==> src/rtl/div_pkg.sv <==
package div_pkg;
  typedef enum logic [1:0] {
    ST_IDLE = 2'd0,
    ST_RUN  = 2'd1,
    ST_FIX  = 2'd2
  } div_state_t;
endpackage

==> src/rtl/div_operand_prep.sv <==
// Converts raw operands into magnitudes plus the sign decisions for the result.
module div_operand_prep #(
  parameter int WIDTH = 16
) (
  input  logic [WIDTH-1:0] op_a,
  input  logic [WIDTH-1:0] op_d,
  input  logic             signed_mode,
  output logic [WIDTH-1:0] mag_a,
  output logic [WIDTH-1:0] mag_d,
  output logic             flip_quo,
  output logic             flip_rem,
  output logic             zero_div
);
  logic a_neg, d_neg;

  always_comb begin
    a_neg    = signed_mode & op_a[WIDTH-1];
    d_neg    = signed_mode & op_d[WIDTH-1];
    // negating the most negative value yields 2^(WIDTH-1), correct as unsigned
    mag_a    = a_neg ? (~op_a + 1'b1) : op_a;
    mag_d    = d_neg ? (~op_d + 1'b1) : op_d;
    flip_quo = a_neg ^ d_neg;
    flip_rem = a_neg;
    zero_div = (op_d == '0);
  end
endmodule

==> src/rtl/div_restore_core.sv <==
// Shifting 2*WIDTH+1 bit register: high half is the partial remainder,
// low half starts as the dividend and fills with quotient bits.
module div_restore_core #(
  parameter int WIDTH = 16
) (
  input  logic             clk,
  input  logic             rst,
  input  logic             load,
  input  logic             step,
  input  logic [WIDTH-1:0] mag_a,
  input  logic [WIDTH-1:0] mag_d,
  output logic [WIDTH-1:0] raw_quo,
  output logic [WIDTH-1:0] raw_rem
);
  localparam int RW = 2 * WIDTH + 1;

  logic [RW-1:0]    acc;
  logic [WIDTH-1:0] dvs;
  logic [WIDTH:0]   hi;
  logic [WIDTH+1:0] trial;
  logic             trial_neg;
  logic [WIDTH:0]   hi_next;

  always_comb begin
    hi        = acc[RW-1:WIDTH];
    trial     = {1'b0, hi} - {2'b00, dvs};
    trial_neg = trial[WIDTH+1];
    // restore: keep the old high half when the subtraction went negative
    hi_next   = trial_neg ? hi : trial[WIDTH:0];
  end

  always_ff @(posedge clk) begin
    if (rst) begin
      acc <= '0;
      dvs <= '0;
    end else if (load) begin
      acc <= {{WIDTH{1'b0}}, mag_a, 1'b0};
      dvs <= mag_d;
    end else if (step) begin
      acc <= {hi_next[WIDTH-1:0], acc[WIDTH-1:0], ~trial_neg};
    end
  end

  // final one-place right shift of the high half undoes the extra shift
  assign raw_rem = acc[RW-1:WIDTH+1];
  assign raw_quo = acc[WIDTH-1:0];

  // partial remainder stays below twice the divisor before every step
  assert_partial_bound_R3: assert property (@(posedge clk) disable iff (rst)
    (step && dvs != '0) |-> (hi < {dvs, 1'b0}));
endmodule

==> src/rtl/div_result_fix.sv <==
// Applies sign corrections and the divide-by-zero override.
module div_result_fix #(
  parameter int WIDTH = 16
) (
  input  logic [WIDTH-1:0] raw_quo,
  input  logic [WIDTH-1:0] raw_rem,
  input  logic [WIDTH-1:0] orig_a,
  input  logic             flip_quo,
  input  logic             flip_rem,
  input  logic             zero_div,
  output logic [WIDTH-1:0] fin_quo,
  output logic [WIDTH-1:0] fin_rem
);
  always_comb begin
    if (zero_div) begin
      fin_quo = '1;
      fin_rem = orig_a;
    end else begin
      fin_quo = flip_quo ? (~raw_quo + 1'b1) : raw_quo;
      fin_rem = flip_rem ? (~raw_rem + 1'b1) : raw_rem;
    end
  end
endmodule

==> src/rtl/seq_divider.sv <==
module seq_divider
  import div_pkg::*;
#(
  parameter int WIDTH = 16
) (
  input  logic             clk,
  input  logic             rst,
  input  logic             start,
  input  logic             is_signed,
  input  logic [WIDTH-1:0] dividend,
  input  logic [WIDTH-1:0] divisor,
  output logic             busy,
  output logic             done,
  output logic [WIDTH-1:0] quotient,
  output logic [WIDTH-1:0] remainder
);
  localparam int CW = $clog2(WIDTH) + 1;

  div_state_t       state;
  logic [CW-1:0]    step_cnt;
  logic [WIDTH-1:0] a_q;
  logic             sgn_q, flip_quo_q, flip_rem_q, zero_div_q;

  logic [WIDTH-1:0] mag_a, mag_d, raw_quo, raw_rem, fin_quo, fin_rem;
  logic             flip_quo, flip_rem, zero_div;
  logic             accept, step;

  assign accept = (state == ST_IDLE) && start;
  assign step   = (state == ST_RUN);

  div_operand_prep #(.WIDTH(WIDTH)) u_prep (
    .op_a(dividend), .op_d(divisor), .signed_mode(is_signed),
    .mag_a(mag_a), .mag_d(mag_d),
    .flip_quo(flip_quo), .flip_rem(flip_rem), .zero_div(zero_div)
  );

  div_restore_core #(.WIDTH(WIDTH)) u_core (
    .clk(clk), .rst(rst), .load(accept), .step(step),
    .mag_a(mag_a), .mag_d(mag_d),
    .raw_quo(raw_quo), .raw_rem(raw_rem)
  );

  div_result_fix #(.WIDTH(WIDTH)) u_fix (
    .raw_quo(raw_quo), .raw_rem(raw_rem), .orig_a(a_q),
    .flip_quo(flip_quo_q), .flip_rem(flip_rem_q), .zero_div(zero_div_q),
    .fin_quo(fin_quo), .fin_rem(fin_rem)
  );

  always_ff @(posedge clk) begin
    if (rst) begin
      state      <= ST_IDLE;
      step_cnt   <= '0;
      a_q        <= '0;
      sgn_q      <= 1'b0;
      flip_quo_q <= 1'b0;
      flip_rem_q <= 1'b0;
      zero_div_q <= 1'b0;
      busy       <= 1'b0;
      done       <= 1'b0;
      quotient   <= '0;
      remainder  <= '0;
    end else begin
      done <= 1'b0;
      unique case (state)
        ST_IDLE: begin
          if (start) begin
            state      <= ST_RUN;
            step_cnt   <= '0;
            a_q        <= dividend;
            sgn_q      <= is_signed;
            flip_quo_q <= flip_quo;
            flip_rem_q <= flip_rem;
            zero_div_q <= zero_div;
            busy       <= 1'b1;
          end
        end
        ST_RUN: begin
          if (step_cnt == CW'(WIDTH - 1)) state <= ST_FIX;
          else                            step_cnt <= step_cnt + 1'b1;
        end
        ST_FIX: begin
          quotient  <= fin_quo;
          remainder <= fin_rem;
          done      <= 1'b1;
          busy      <= 1'b0;
          state     <= ST_IDLE;
        end
        default: state <= ST_IDLE;
      endcase
    end
  end

  assert_busy_after_start_R2: assert property (@(posedge clk) disable iff (rst)
    (start && !busy) |=> busy);
  assert_done_single_R2: assert property (@(posedge clk) disable iff (rst)
    done |=> !done);
  assert_done_not_busy_R2: assert property (@(posedge clk) disable iff (rst)
    done |-> !busy);
  assert_rem_sign_R4: assert property (@(posedge clk) disable iff (rst)
    (done && sgn_q && !zero_div_q && remainder != '0) |-> (remainder[WIDTH-1] == a_q[WIDTH-1]));
  assert_zero_div_R5: assert property (@(posedge clk) disable iff (rst)
    (done && zero_div_q) |-> (quotient == '1 && remainder == a_q));
  assert_start_ignored_R7: assert property (@(posedge clk) disable iff (rst)
    busy |=> $stable(a_q));
  assert_hold_R8: assert property (@(posedge clk) disable iff (rst)
    (state != ST_FIX) |=> ($stable(quotient) && $stable(remainder)));
endmodule

==> config.mk <==
export PLATFORM = sky130hd
export DESIGN_NAME = seq_divider
export DESIGN_NICKNAME = d
export VERILOG_FILES = /design/src/rtl/div_pkg.sv /design/src/rtl/div_operand_prep.sv /design/src/rtl/div_restore_core.sv /design/src/rtl/div_result_fix.sv /design/src/rtl/seq_divider.sv
export SDC_FILE = /design/constraint.sdc
export NUM_CORES = 1
export LEC_CHECK = 0
export BUFFER_PORTS_ARGS = -buffer_cell sky130_fd_sc_hd__buf_2
export CORE_MARGIN = 3
export CORE_UTILIZATION = 60
export CTS_CLUSTER_SIZE = 40
export DETAILED_ROUTE_END_ITERATION = 16
export GPL_TIMING_DRIVEN = 0
export PLACE_DENSITY = 0.83
export SYNTH_ARGS = -nofsm -noshare
export SYNTH_HDL_FRONTEND = slang
export SYNTH_HIERARCHICAL = 1
export SYNTH_SLANG_ARGS = --single-unit
export TNS_END_PERCENT = 50
==> constraint.sdc <==
create_clock -name clk -period 2.8 [get_ports clk]
set_input_delay 0.28 -clock clk [delete_from_list [all_inputs] [get_ports clk]]
set_output_delay 0.28 -clock clk [all_outputs]
set_load 0.005 [all_outputs]
==> flow_results.xml, run 1 <==
<?xml version="1.0" encoding="UTF-8"?>
<metrics>
  <group name="timing">
    <metric name="period_minus_slack" unit="ps">2720</metric>
    <metric name="timing.final.max_slew_violations" unit="">0</metric>
    <metric name="finalClockSkew" unit="ps">9.56</metric>
    <metric name="report.final.setup_viol" unit="">0</metric>
    <metric name="period_share" unit="%">97.1</metric>
    <metric name="worst_slew_pin_slew" unit="ps">973</metric>
    <metric name="worst_setup_slack_final" unit="ps">81.1</metric>
    <metric name="final_hold_viol_count" unit="">0</metric>
    <metric name="slew-limit-headroom" unit="%">34.5</metric>
    <metric name="achievable-frequency" unit="GHz">0.368</metric>
  </group>
  <group name="clock_tree">
    <metric name="cts_hold_buf" unit="">0</metric>
    <metric name="htree_num_levels" unit="">3</metric>
    <metric name="clock_pin_slew_worst_setup_and_hold_paths" unit="ps">80</metric>
    <metric name="cts_max_path_buffers" unit="">2</metric>
    <metric name="clock_tree_root_driver_cell" unit="">sky130_fd_sc_hd__clkbuf_16</metric>
    <metric name="cts_sinks" unit="">109</metric>
    <metric name="cts_tree" unit="">built</metric>
    <metric name="tritoncts.num_buffers" unit="">9</metric>
    <metric name="worst_skew_pair.late_latency" unit="ps">350</metric>
  </group>
  <group name="cells_and_area">
    <metric name="finalCoreUtilization" unit="%">70.1</metric>
    <metric name="n_antenna_cell" unit="">0</metric>
    <metric name="nNetsFinal" unit="">1085</metric>
    <metric name="filler_cell_count" unit="">981</metric>
    <metric name="post_route_cells_drive_above_1_share" unit="%">16.5</metric>
    <metric name="area_growth_syn_to_layout" unit="%">13.3</metric>
  </group>
  <group name="drt">
    <metric name="via_count" unit="">6859</metric>
    <metric name="first_pass_iters" unit="">5</metric>
    <metric name="route.detailed.drc" unit="">0</metric>
    <metric name="wirelength" unit="um">18200</metric>
    <metric name="drt-wirelength-per-cell" unit="um">15.5</metric>
    <metric name="detailedRoute.firstIterationViolations" unit="">563</metric>
    <metric name="detail-route-antenna-nets" unit="">0</metric>
    <metric name="vias_per_cell" unit="">5.84</metric>
  </group>
  <group name="placement">
    <metric name="dp_hpwl" unit="um">13600</metric>
    <metric name="gpl.final_weighted_congestion" unit="">0.905</metric>
    <metric name="dpl_worst_slack" unit="ps">69.1</metric>
    <metric name="port-buffer-count" unit="">67</metric>
  </group>
  <group name="floorplan">
    <metric name="die_height" unit="um">115</metric>
    <metric name="floorplan.initialDensity" unit="%">61.9</metric>
    <metric name="floorplan.core_area" unit="mm2">0.0115</metric>
    <metric name="floorplan_die_area" unit="mm2">0.0132</metric>
    <metric name="io-pin-count" unit="">70</metric>
    <metric name="die_width" unit="um">115</metric>
    <metric name="row_count" unit="">39</metric>
  </group>
  <group name="flow_run">
    <metric name="drv.max_cap_violation_count" unit="">0</metric>
  </group>
  <group name="global_route">
    <metric name="overflow" unit="">0</metric>
    <metric name="grt_usage" unit="%">26.7</metric>
    <metric name="grt_pass1_wl" unit="um">28900</metric>
    <metric name="grt_start_max_net_pins" unit="">21</metric>
    <metric name="grt_pass1_vias" unit="">6076</metric>
    <metric name="initial_antenna_violation_count" unit="">0</metric>
  </group>
  <group name="synthesis">
    <metric name="post-synth-top-area-fraction" unit="%">30.6</metric>
    <metric name="synthesis.area" unit="mm2">0.00713</metric>
    <metric name="synthesis.instances" unit="">940</metric>
    <metric name="number_of_flops_mapped_to_enable_cells_by_yosys" unit="">0</metric>
    <metric name="post_synth_num_cell_types" unit="">67</metric>
    <metric name="post-synth-top-count-cell" unit="">sky130_fd_sc_hd__nand2_1</metric>
    <metric name="ys.warnings.count" unit="">6</metric>
    <metric name="synth-seq-area-share" unit="%">30.6</metric>
    <metric name="post_synth_main_area_contributors" unit="">sky130_fd_sc_hd__dfxtp_1, sky130_fd_sc_hd__nand2_1, sky130_fd_sc_hd__a21oi_1</metric>
    <metric name="synth-seq-cells" unit="">109</metric>
    <metric name="synth_flop_cell" unit="">sky130_fd_sc_hd__dfxtp_1</metric>
    <metric name="postSynthNetCount" unit="">999</metric>
    <metric name="synthDominantAreaCellType" unit="">sky130_fd_sc_hd__dfxtp_1</metric>
    <metric name="synthesis.area_per_instance" unit="um2">7.58</metric>
    <metric name="synth_top_cells_by_count" unit="">sky130_fd_sc_hd__nand2_1, sky130_fd_sc_hd__dfxtp_1, sky130_fd_sc_hd__a21oi_1</metric>
    <metric name="async_reset_ff_share" unit="%">0</metric>
  </group>
  <group name="pwr">
    <metric name="ir_worst_vdd" unit="mV">0.313</metric>
    <metric name="total_leakage_power" unit="nW">3.36</metric>
    <metric name="combPwrFrac" unit="%">30.8</metric>
    <metric name="total_switching_power" unit="W">0.00143</metric>
    <metric name="p_per_area" unit="mW/mm2">524</metric>
    <metric name="intPower" unit="W">0.00281</metric>
    <metric name="seqPwrFrac" unit="%">39.8</metric>
    <metric name="power_switching_share" unit="%">33.7</metric>
    <metric name="p_total" unit="W">0.00423</metric>
    <metric name="p_clk_share" unit="%">29.5</metric>
  </group>
  <group name="setup_path">
    <metric name="cp_data_required_time" unit="ps">3090</metric>
    <metric name="cpPeakStageDelay" unit="ps">530</metric>
    <metric name="crit_path_max_fanout" unit="">10</metric>
    <metric name="timing.critical_path.from_type" unit="">flop</metric>
    <metric name="worst_path_most_repeated_cell" unit="">sky130_fd_sc_hd__buf_6</metric>
    <metric name="critical_path.cell_chain" unit="">inv_1 &gt; ha_1 &gt; buf_6 &gt; nand3_4 &gt; a2111oi_4 &gt; nor2_2 &gt; a2111o_1 &gt; and2_1 &gt; buf_6 &gt; or4_1 &gt; nand3_1</metric>
    <metric name="worst-setup-path-type" unit="">reg -&gt; reg</metric>
    <metric name="cp_slowest_cell" unit="">sky130_fd_sc_hd__or4_1</metric>
    <metric name="cp-end-kind" unit="">flop</metric>
    <metric name="timing.critical_path.arrival" unit="ps">3010</metric>
  </group>
  <group name="hold_path">
    <metric name="hp-class" unit="">in -&gt; reg</metric>
  </group>
  <group name="run_status">
    <metric name="outcome" unit="">finished clean</metric>
  </group>
</metrics>
[what timing repair did]
action                                  CTS  global route
buffers inserted                          0             8
endpoints found under the setup margin    0            18
gates resized for setup                   0            23
[final cells by class]
type | count | area (um2) | share of cell area (%)
tap | 143 | 179 | 2.21
clock inverter | 6 | 62.6 | 0.774
sequential | 109 | 2190 | 27.1
timing repair buffer | 75 | 395 | 4.89
clock buffer | 10 | 229 | 2.83
inverter | 40 | 150 | 1.86
multi-input combinational | 699 | 4340 | 53.8
buffer | 92 | 532 | 6.58
[cell families (layout without fill, tap and decap cells)]
| kind of cell | after synthesis | count (layout) | synth area share, % |
|---|---|---|---|
| simple gates | 369 | 369 | 24.4 |
| buf+inv | 132 | 223 | 9.44 |
| fa+ha+maj | 23 | 23 | 4.14 |
| xor+xnor | 54 | 54 | 6.64 |
| compound gates | 210 | 210 | 18.6 |
| mux | 43 | 43 | 6.16 |
| flops | 109 | 109 | 30.6 |
[layer usage]
layer  track usage [%]  part of all wire [%]  vias up
met5                 0                     0        -
met4              9.00                   2.4        0
met3              3.53                   6.7       41
met2              41.7                    45      277
met1              38.2                    46     3127
li1                  -                     -     3414
[state kept, by name, indices dropped and copies added, names as in the netlist]
name,cells
state,2
quotient,16
step_cnt,5
flip_quo_q,1
done,1
flip_rem_q,1
busy,1
a_q,16
remainder,16
u_core/acc,33
u_core/dvs,16
zero_div_q,1
[cell usage in the layout, fill, tap and decap left out, drive strengths merged, types with 3 or more instances in the layout]
cell type  count
nand2        166
buf          120
dfxtp        109
a21oi         90
nor2          86
clkbuf        57
inv           44
o21ai         40
mux2i         39
xor2          30
xnor2         24
a31oi         22
ha            22
nand2b        14
o31ai         13
nor3          12
nor4          12
nand3         12
or4           11
o41ai         11
or3            9
nand3b         9
o211ai         6
nand4          5
or3b           5
nor2b          4
nand4b         4
a21o           4
and2           4
a41oi          4
or2            4
mux2           4
o221ai         3
a211oi         3
a2111oi        3
[worst max-delay path, delay by kind of cell, from the launching register on]
family | cells | cell delay (ps)
DFF | 1 | 330
AOI/OAI and AO/OA | 2 | 780
buffers and inverters | 3 | 310
adders and majority gates | 1 | 280
and+or+nand+nor | 5 | 970
[power by group through the flow]
stage	registers [W]	clock network, W	logic, W
2_1_floorplan	0.00169	0	0.000927
3_3_place_gp	0.00171	0	0.00116
3_5_place_dp	0.00172	0	0.00118
4_1_cts	0.00168	0.00126	0.00119
5_1_grt	0.00169	0.00132	0.00143
6_report	0.00168	0.00125	0.00130
[per-stage QoR]
| step | cell area, um2 | TNS [ps] | hold WS [ps] | cells |
|---|---|---|---|---|
| after floorplan | 7130 | 0 | 416 | 940 |
| after global placement | 7640 | 0 | 440 | 1150 |
| after detailed placement | 7640 | 0 | 445 | 1150 |
| after CTS | 7930 | 0 | 228 | 1166 |
| after global routing | 8080 | -26.3 | 249 | 1174 |
| final | 8080 | 0 | 240 | 1174 |
[path summary, 6_finish.rpt]
kind                       from             end  slack, ps  cells past startpoint
hold / removal     dividend[14]         a_q[14]        240                      3
setup / recovery  u_core/dvs[8]  u_core/acc[27]         80                     11
setup reg to reg  u_core/dvs[8]  u_core/acc[27]         80                     11
hold reg to reg   remainder[10]   remainder[10]        450                      2
(Power assumes the default switching activity.)
==> inputs of run 2 (changes only) <==
--- a/config.mk
+++ b/config.mk
@@ -11,7 +11,7 @@
 export CTS_CLUSTER_SIZE = 40
 export DETAILED_ROUTE_END_ITERATION = 16
 export GPL_TIMING_DRIVEN = 0
-export PLACE_DENSITY = 0.83
+export PLACE_DENSITY = 0.81
 export SYNTH_ARGS = -nofsm -noshare
 export SYNTH_HDL_FRONTEND = slang
 export SYNTH_HIERARCHICAL = 1
==> run 2 against run 1 <==
Hold slack worse by 19 ps. Cell area up 0.17%. First-iteration DRC count up 5.5%. Register-to-register slack better by 30 ps. Highest routed layer unchanged. Largest power group unchanged. Cell count down 0.34%. Count of clock-buffer cells in the layout down 1. Critical path depth unchanged. Total power up 0.80%. Wire length down 1.5%. Combinational power about the same. Fmax up 1.3%.
==> flow_results.xml, run 2 (synthesized netlist as in run 1, its figures left out) <==
<?xml version="1.0" encoding="UTF-8"?>
<metrics>
  <group name="run_status">
    <metric name="outcome" unit="">finished clean</metric>
  </group>
  <group name="setup_path">
    <metric name="worst_path_most_repeated_cell" unit="">sky130_fd_sc_hd__buf_6</metric>
    <metric name="timing.critical_path.from_type" unit="">flop</metric>
    <metric name="rrSetupSlack" unit="ps">120</metric>
    <metric name="worst-setup-path-type" unit="">reg -&gt; reg</metric>
    <metric name="timing.critical_path.arrival" unit="ps">2970</metric>
    <metric name="cp_data_required_time" unit="ps">3090</metric>
    <metric name="cpPeakStageDelay" unit="ps">530</metric>
    <metric name="crit_path_max_fanout" unit="">10</metric>
    <metric name="critical_path.cell_chain" unit="">inv_1 &gt; ha_4 &gt; buf_6 &gt; nand3_4 &gt; a2111oi_4 &gt; nor2_2 &gt; a2111o_1 &gt; and2_4 &gt; buf_6 &gt; or4_4 &gt; nand3_1</metric>
    <metric name="cp-end-kind" unit="">flop</metric>
    <metric name="cp_slowest_cell" unit="">sky130_fd_sc_hd__or4_4</metric>
  </group>
  <group name="placement">
    <metric name="port-buffer-count" unit="">67</metric>
    <metric name="dpl_worst_slack" unit="ps">60.8</metric>
    <metric name="dp_hpwl" unit="um">13500</metric>
    <metric name="gpl.final_weighted_congestion" unit="">0.923</metric>
  </group>
  <group name="floorplan">
    <metric name="die_width" unit="um">115</metric>
    <metric name="io-pin-count" unit="">70</metric>
    <metric name="floorplan_die_area" unit="mm2">0.0132</metric>
    <metric name="row_count" unit="">39</metric>
    <metric name="floorplan.initialDensity" unit="%">61.9</metric>
    <metric name="floorplan.core_area" unit="mm2">0.0115</metric>
    <metric name="die_height" unit="um">115</metric>
  </group>
  <group name="global_route">
    <metric name="grt_usage" unit="%">26.8</metric>
    <metric name="grt_pass1_vias" unit="">6007</metric>
    <metric name="grt_start_max_net_pins" unit="">19</metric>
    <metric name="grt_pass1_wl" unit="um">29100</metric>
    <metric name="overflow" unit="">0</metric>
    <metric name="initial_antenna_violation_count" unit="">0</metric>
  </group>
  <group name="clock_tree">
    <metric name="clock_tree_root_driver_cell" unit="">sky130_fd_sc_hd__clkbuf_16</metric>
    <metric name="worst_skew_pair.late_latency" unit="ps">350</metric>
    <metric name="tritoncts.num_buffers" unit="">9</metric>
    <metric name="cts_max_path_buffers" unit="">2</metric>
    <metric name="cts_sinks" unit="">109</metric>
    <metric name="cts_tree" unit="">built</metric>
    <metric name="clock_pin_slew_worst_setup_and_hold_paths" unit="ps">70</metric>
    <metric name="htree_num_levels" unit="">3</metric>
  </group>
  <group name="pwr">
    <metric name="seqPwrFrac" unit="%">39.5</metric>
    <metric name="p_clk_share" unit="%">30.3</metric>
    <metric name="p_per_area" unit="mW/mm2">528</metric>
    <metric name="power_switching_share" unit="%">32.7</metric>
    <metric name="combPwrFrac" unit="%">30.2</metric>
    <metric name="total_switching_power" unit="W">0.00140</metric>
    <metric name="total_leakage_power" unit="nW">3.34</metric>
    <metric name="ir_worst_vdd" unit="mV">0.318</metric>
    <metric name="intPower" unit="W">0.00287</metric>
  </group>
  <group name="timing">
    <metric name="worst_slew_pin_slew" unit="ps">1030</metric>
    <metric name="slew-limit-headroom" unit="%">30.5</metric>
    <metric name="achievable-frequency" unit="GHz">0.373</metric>
    <metric name="worst_setup_slack_final" unit="ps">116</metric>
    <metric name="period_minus_slack" unit="ps">2680</metric>
    <metric name="finalClockSkew" unit="ps">8.93</metric>
    <metric name="period_share" unit="%">95.9</metric>
    <metric name="report.final.setup_viol" unit="">0</metric>
    <metric name="timing.final.max_slew_violations" unit="">0</metric>
    <metric name="final_hold_viol_count" unit="">0</metric>
  </group>
  <group name="cells_and_area">
    <metric name="flip_flop_count_of_the_largest_register_after_layout" unit="">33</metric>
    <metric name="mostFrequentLayoutCells" unit="">sky130_fd_sc_hd__nand2_1, sky130_fd_sc_hd__dfxtp_1, sky130_fd_sc_hd__a21oi_1, sky130_fd_sc_hd__nor2_1, sky130_fd_sc_hd__buf_2</metric>
    <metric name="post_route_cells_drive_above_1_share" unit="%">16.7</metric>
    <metric name="finalCoreUtilization" unit="%">70.3</metric>
    <metric name="nNetsFinal" unit="">1082</metric>
    <metric name="n_antenna_cell" unit="">0</metric>
    <metric name="mostFrequentLayoutCell" unit="">sky130_fd_sc_hd__nand2_1</metric>
    <metric name="largest_register" unit="">u_core/acc</metric>
    <metric name="area_growth_syn_to_layout" unit="%">13.5</metric>
  </group>
  <group name="drt">
    <metric name="vias_per_cell" unit="">5.77</metric>
    <metric name="detail-route-antenna-nets" unit="">0</metric>
    <metric name="wirelength" unit="um">18000</metric>
    <metric name="route.detailed.drc" unit="">0</metric>
    <metric name="first_pass_iters" unit="">7</metric>
    <metric name="detailedRoute.firstIterationViolations" unit="">594</metric>
    <metric name="drt-wirelength-per-cell" unit="um">15.4</metric>
    <metric name="via_count" unit="">6751</metric>
  </group>
  <group name="flow_run">
    <metric name="drv.max_cap_violation_count" unit="">0</metric>
  </group>
  <group name="hold_path">
    <metric name="hp-class" unit="">in -&gt; reg</metric>
  </group>
</metrics>
run 2: routing by layer:
| layer | track usage (%) | up-vias | routed length (um) |
|---|---|---|---|
| li1 | - | 3396 | - |
| met1 | 38.5 | 3080 | 8450 |
| met2 | 42.1 | 251 | 8010 |
| met3 | 3.84 | 24 | 1260 |
| met4 | 7.75 | 0 | 252 |
| met5 | 0 | - | 0 |
run 2: repair_timing:
item,CTS,global route
resized for setup,0,23
setup buffers,0,5
hold buffers,0,0
endpoints found under the setup margin,0,14
run 2: critical path, delay by kind of cell (launching register included):
family | cells | cell delay, ps
adders and majority gates | 1 | 270
DFF | 1 | 330
AOI/OAI and AO/OA | 2 | 760
and+or+nand+nor | 5 | 950
buffers and inverters | 3 | 310
run 2: power groups by stage:
| stage | registers, W | clock network, W | logic (W) |
|---|---|---|---|
| 3_5_place_dp | 0.00172 | 0 | 0.00118 |
| 6_report | 0.00168 | 0.00129 | 0.00129 |
| 2_1_floorplan | 0.00169 | 0 | 0.000927 |
| 4_1_cts | 0.00168 | 0.00131 | 0.00119 |
| 3_3_place_gp | 0.00171 | 0 | 0.00116 |
| 5_1_grt | 0.00169 | 0.00137 | 0.00142 |
run 2: worst paths after layout:
path	endpoint	cells past startpoint	startpoint
setup / recovery	u_core/acc[27]	11	u_core/dvs[8]
hold / removal	a_q[14]	3	dividend[14]
setup reg to reg	u_core/acc[27]	11	u_core/dvs[8]
hold reg to reg	remainder[12]	2	remainder[12]
run 2: final cells by class:
type / count / area (um2)
Inverter: 40 / 150
Clock buffer: 9 / 225
Multi-Input combinational cell: 699 / 4370
Fill cell: 970 / 3420
Tap cell: 143 / 179
Timing Repair Buffer: 72 / 373
Clock inverter: 6 / 73.8
Sequential cell: 109 / 2190
Buffer: 92 / 529
run 2: metrics by stage:
step	setup TNS (ps)	cells	hold WS [ps]	power, W	instance area, um2
floorplan	0	940	416	0.00262	7130
global placement	0	1150	439	0.00288	7640
detailed placement	0	1150	443	0.00289	7640
CTS	0	1165	218	0.00418	7940
global route	-21.4	1170	242	0.00449	8090
finish	0	1170	221	0.00427	8090
==> inputs of run 3 (changes only) <==
--- a/config.mk
+++ b/config.mk
@@ -7,13 +7,12 @@
 export LEC_CHECK = 0
 export BUFFER_PORTS_ARGS = -buffer_cell sky130_fd_sc_hd__buf_2
 export CORE_MARGIN = 3
-export CORE_UTILIZATION = 60
+export CORE_UTILIZATION = 59
 export CTS_CLUSTER_SIZE = 40
 export DETAILED_ROUTE_END_ITERATION = 16
 export GPL_TIMING_DRIVEN = 0
-export PLACE_DENSITY = 0.81
+export PLACE_DENSITY = 0.8
 export SYNTH_ARGS = -nofsm -noshare
 export SYNTH_HDL_FRONTEND = slang
-export SYNTH_HIERARCHICAL = 1
 export SYNTH_SLANG_ARGS = --single-unit
 export TNS_END_PERCENT = 50
==> run 3 against run 2 <==
Clock skew increased by 3.6 ps. Die area is 9.4% lower. Hold slack lost 48 ps. Non-clock buffer count is 47 lower. Largest cell class unchanged. Area after synthesis is 11% lower. Fmax grew 1.7%. Combinational power is 28% lower. Count of clock-buffer cells in the layout up 2. Flip-flop and latch count stayed put. Clock power down 33%.
==> flow_results.xml, run 3 <==
<?xml version="1.0" encoding="UTF-8"?>
<metrics>
  <group name="run_status">
    <metric name="outcome" unit="">finished clean</metric>
  </group>
  <group name="clock_tree">
    <metric name="cts_sinks" unit="">109</metric>
    <metric name="clock_pin_slew_worst_setup_and_hold_paths" unit="ps">110</metric>
    <metric name="cts_max_path_buffers" unit="">2</metric>
    <metric name="clock_tree_root_driver_cell" unit="">sky130_fd_sc_hd__clkbuf_8</metric>
    <metric name="tritoncts.num_buffers" unit="">9</metric>
    <metric name="cts_tree" unit="">built</metric>
    <metric name="worst_skew_pair.late_latency" unit="ps">380</metric>
    <metric name="htree_num_levels" unit="">3</metric>
    <metric name="postCtsSetupRepairBufs" unit="">0</metric>
  </group>
  <group name="timing">
    <metric name="achievable-frequency" unit="GHz">0.379</metric>
    <metric name="timing.final.max_slew_violations" unit="">0</metric>
    <metric name="period_share" unit="%">94.2</metric>
    <metric name="setup_total_negative_slack" unit="ps">0</metric>
    <metric name="slew-limit-headroom" unit="%">51.0</metric>
    <metric name="grt_setup_unrepaired" unit="">no</metric>
    <metric name="worst_setup_slack_final" unit="ps">161</metric>
    <metric name="report.final.setup_viol" unit="">0</metric>
    <metric name="worst_slew_pin_slew" unit="ps">734</metric>
    <metric name="fin_worst_hold_slack" unit="ps">173</metric>
    <metric name="finalClockSkew" unit="ps">12.5</metric>
    <metric name="final_hold_viol_count" unit="">0</metric>
    <metric name="period_minus_slack" unit="ps">2640</metric>
  </group>
  <group name="synthesis">
    <metric name="post-synth-top-area-fraction" unit="%">34.6</metric>
    <metric name="synth_top_cells_by_count" unit="">sky130_fd_sc_hd__nand2_1, sky130_fd_sc_hd__dfxtp_1, sky130_fd_sc_hd__a21oi_1</metric>
    <metric name="postSynthNetCount" unit="">873</metric>
    <metric name="synth-seq-cells" unit="">109</metric>
    <metric name="synthesis.area_per_instance" unit="um2">7.76</metric>
    <metric name="post_synth_num_cell_types" unit="">63</metric>
    <metric name="post-synth-top-count-cell" unit="">sky130_fd_sc_hd__nand2_1</metric>
    <metric name="synth_flop_cell" unit="">sky130_fd_sc_hd__dfxtp_1</metric>
    <metric name="ys.warnings.count" unit="">0</metric>
    <metric name="async_reset_ff_share" unit="%">0</metric>
    <metric name="post_synth_main_area_contributors" unit="">sky130_fd_sc_hd__dfxtp_1, sky130_fd_sc_hd__xnor2_1, sky130_fd_sc_hd__nand2_1</metric>
    <metric name="synthDominantAreaCellType" unit="">sky130_fd_sc_hd__dfxtp_1</metric>
    <metric name="synth-seq-area-share" unit="%">34.6</metric>
    <metric name="number_of_flops_mapped_to_enable_cells_by_yosys" unit="">0</metric>
    <metric name="synthesis.instances" unit="">814</metric>
    <metric name="synthesis.area" unit="mm2">0.00631</metric>
  </group>
  <group name="setup_path">
    <metric name="timing.critical_path.arrival" unit="ps">2930</metric>
    <metric name="startpoint" unit="">u_core.dvs[10]</metric>
    <metric name="cp-end-kind" unit="">flop</metric>
    <metric name="critical-path-top-delay-family" unit="">compound AO/OA/AOI/OAI gates</metric>
    <metric name="worst-setup-path-type" unit="">reg -&gt; reg</metric>
    <metric name="critical_path.reg2reg.endpoint" unit="">u_core.acc[23]</metric>
    <metric name="crit_path_max_fanout" unit="">9</metric>
    <metric name="timing.critical_path.from_type" unit="">flop</metric>
    <metric name="cp_slowest_cell" unit="">sky130_fd_sc_hd__a311o_1</metric>
    <metric name="critical_path.cell_chain" unit="">inv_1 &gt; ha_1 &gt; buf_6 &gt; a21oi_1 &gt; o211ai_1 &gt; a311o_1 &gt; or3_1 &gt; buf_6 &gt; mux2i_1 &gt; a211oi_1</metric>
    <metric name="crit_buf_inv" unit="">3</metric>
    <metric name="rrSetupSlack" unit="ps">160</metric>
    <metric name="critical_path.reg2reg.startpoint" unit="">u_core.dvs[10]</metric>
    <metric name="worst_path_most_repeated_cell" unit="">sky130_fd_sc_hd__buf_6</metric>
    <metric name="cpPeakStageDelay" unit="ps">470</metric>
    <metric name="cp_data_required_time" unit="ps">3090</metric>
    <metric name="reg2regPathDepth" unit="">10</metric>
  </group>
  <group name="cells_and_area">
    <metric name="largest_register" unit="">u_core.acc</metric>
    <metric name="n_antenna_cell" unit="">0</metric>
    <metric name="nNetsFinal" unit="">952</metric>
    <metric name="area_growth_syn_to_layout" unit="%">10.8</metric>
    <metric name="flip_flop_count_of_the_largest_register_after_layout" unit="">33</metric>
    <metric name="mostFrequentLayoutCell" unit="">sky130_fd_sc_hd__nand2_1</metric>
    <metric name="post_route_cells_drive_above_1_share" unit="%">11.2</metric>
    <metric name="mostFrequentLayoutCells" unit="">sky130_fd_sc_hd__nand2_1, sky130_fd_sc_hd__dfxtp_1, sky130_fd_sc_hd__a21oi_1, sky130_fd_sc_hd__buf_2, sky130_fd_sc_hd__nor2_1</metric>
  </group>
  <group name="drt">
    <metric name="via_count" unit="">6294</metric>
    <metric name="drt-wirelength-per-cell" unit="um">17.5</metric>
    <metric name="route.detailed.drc" unit="">0</metric>
    <metric name="first_pass_iters" unit="">6</metric>
    <metric name="detail-route-antenna-nets" unit="">0</metric>
    <metric name="vias_per_cell" unit="">6.09</metric>
    <metric name="detailedRoute.firstIterationViolations" unit="">616</metric>
    <metric name="wirelength" unit="um">18100</metric>
  </group>
  <group name="floorplan">
    <metric name="die_width" unit="um">109</metric>
    <metric name="floorplan.core_area" unit="mm2">0.0104</metric>
    <metric name="io-pin-count" unit="">70</metric>
    <metric name="die_height" unit="um">109</metric>
    <metric name="row_count" unit="">37</metric>
    <metric name="floorplan_die_area" unit="mm2">0.0120</metric>
    <metric name="floorplan.initialDensity" unit="%">60.9</metric>
  </group>
  <group name="placement">
    <metric name="gpl.final_weighted_congestion" unit="">0.915</metric>
    <metric name="dp_hpwl" unit="um">14300</metric>
    <metric name="dpl_worst_slack" unit="ps">110</metric>
    <metric name="port-buffer-count" unit="">68</metric>
  </group>
  <group name="hold_path">
    <metric name="min-delay-start" unit="">dividend[5]</metric>
    <metric name="hold_path_sink" unit="">a_q[5]</metric>
    <metric name="hp-class" unit="">in -&gt; reg</metric>
    <metric name="worstHoldPathCells" unit="">3</metric>
  </group>
  <group name="global_route">
    <metric name="grt_pass1_vias" unit="">5748</metric>
    <metric name="grt_start_max_net_pins" unit="">18</metric>
    <metric name="overflow" unit="">0</metric>
    <metric name="initial_antenna_violation_count" unit="">0</metric>
    <metric name="grt_usage" unit="%">30.5</metric>
    <metric name="grt_pass1_wl" unit="um">28800</metric>
  </group>
  <group name="pwr">
    <metric name="p_per_area" unit="mW/mm2">501</metric>
    <metric name="ir_worst_vdd" unit="mV">0.350</metric>
    <metric name="total_leakage_power" unit="nW">2.68</metric>
  </group>
  <group name="flow_run">
    <metric name="drv.max_cap_violation_count" unit="">0</metric>
  </group>
</metrics>
[run 3: changes by cell type after synthesis, sizes merged, moves of 20 or more]
cell,change
mux2i,-31
nand2,-54
xnor2,+25
nor2,-20
buf,-36
[run 3: per-stage QoR]
| step | area [um2] | std cells | utilization [%] | power [W] |
|---|---|---|---|---|
| 2_1_floorplan | 6310 | 814 | - | 0.00239 |
| 3_3_place_gp | 6830 | 1018 | 65.8 | 0.00262 |
| 3_5_place_dp | 6830 | 1018 | 65.8 | 0.00265 |
| 4_1_cts | 6990 | 1034 | 67.4 | 0.00349 |
| 5_1_grt | 7000 | 1034 | 67.5 | 0.00368 |
| 6_report | 7000 | 1034 | 67.5 | 0.00351 |
[run 3: area by class of cell]
| cell class | instances | area [um2] |
|---|---|---|
| clock inverters | 5 | 36.3 |
| clock buffers | 11 | 131 |
| repair buffers | 68 | 340 |
| plain buffers | 49 | 204 |
| inverters | 38 | 143 |
| multi-input cells | 618 | 3790 |
| fillers | 911 | 3370 |
| flip-flops and latches | 109 | 2180 |
| well taps | 136 | 170 |
[run 3: cell families (layout without fill, tap and decap cells)]
group                    Yosys count  after routing  synth area share [%]
AO/OA/AOI/OAI                    235            235                  23.8
XOR/XNOR                          64             64                  8.88
adder cells (fa/ha/maj)           23             23                  4.68
buffers and inverters             87            171                  5.49
flip-flops                       109            109                  34.6
multiplexers                       9              9                  1.45
AND/OR/NAND/NOR                  287            287                  21.2
[run 3: worst register-to-register path, delay by kind of cell (launching register included)]
| family | cells | cell delay (ps) |
|---|---|---|
| DFF | 1 | 360 |
| muxes | 1 | 130 |
| buffers and inverters | 3 | 380 |
| and+or+nand+nor | 1 | 390 |
| adders and majority gates | 1 | 290 |
| AOI/OAI and AO/OA | 4 | 1020 |
[run 3: worst max path at each step]
stage / slack (ps) / cells after the start / to
after floorplan: 430 / 9 / u_core.acc[18]
after global placement: 180 / 9 / u_core.acc[18]
after detailed placement: 110 / 9 / u_core.acc[23]
after CTS: 90 / 9 / u_core.acc[23]
after global routing: 20 / 9 / u_core.acc[22]
final: 160 / 10 / u_core.acc[23]
[run 3: what timing repair did]
| action | 4_1_cts | 5_1_grt |
|---|---|---|
| endpoints found under the hold margin | 0 | 0 |
| hold buffers | 0 | 0 |
| resized for setup | 0 | 2 |
| endpoints found under the setup margin | 0 | 14 |
[run 3: power by group]
| part | internal, W | switching [W] | total (W) | leakage (nW) |
|---|---|---|---|---|
| clock | 0.000328 | 0.000538 | 0.000866 | 0.0812 |
| sequential | 0.00162 | 0.0000867 | 0.00171 | 0.889 |
| combinational | 0.000364 | 0.000570 | 0.000934 | 1.71 |
| total | 0.00231 | 0.00119 | 0.00351 | 2.68 |
[run 3: routing by layer]
layer,vias up,GRT usage (%),part of all wire [%]
met2,287,47.0,44
met4,0,7.75,1.7
met5,-,0,0
met3,27,5.11,9.2
met1,2940,44.2,45
li1,3040,-,-
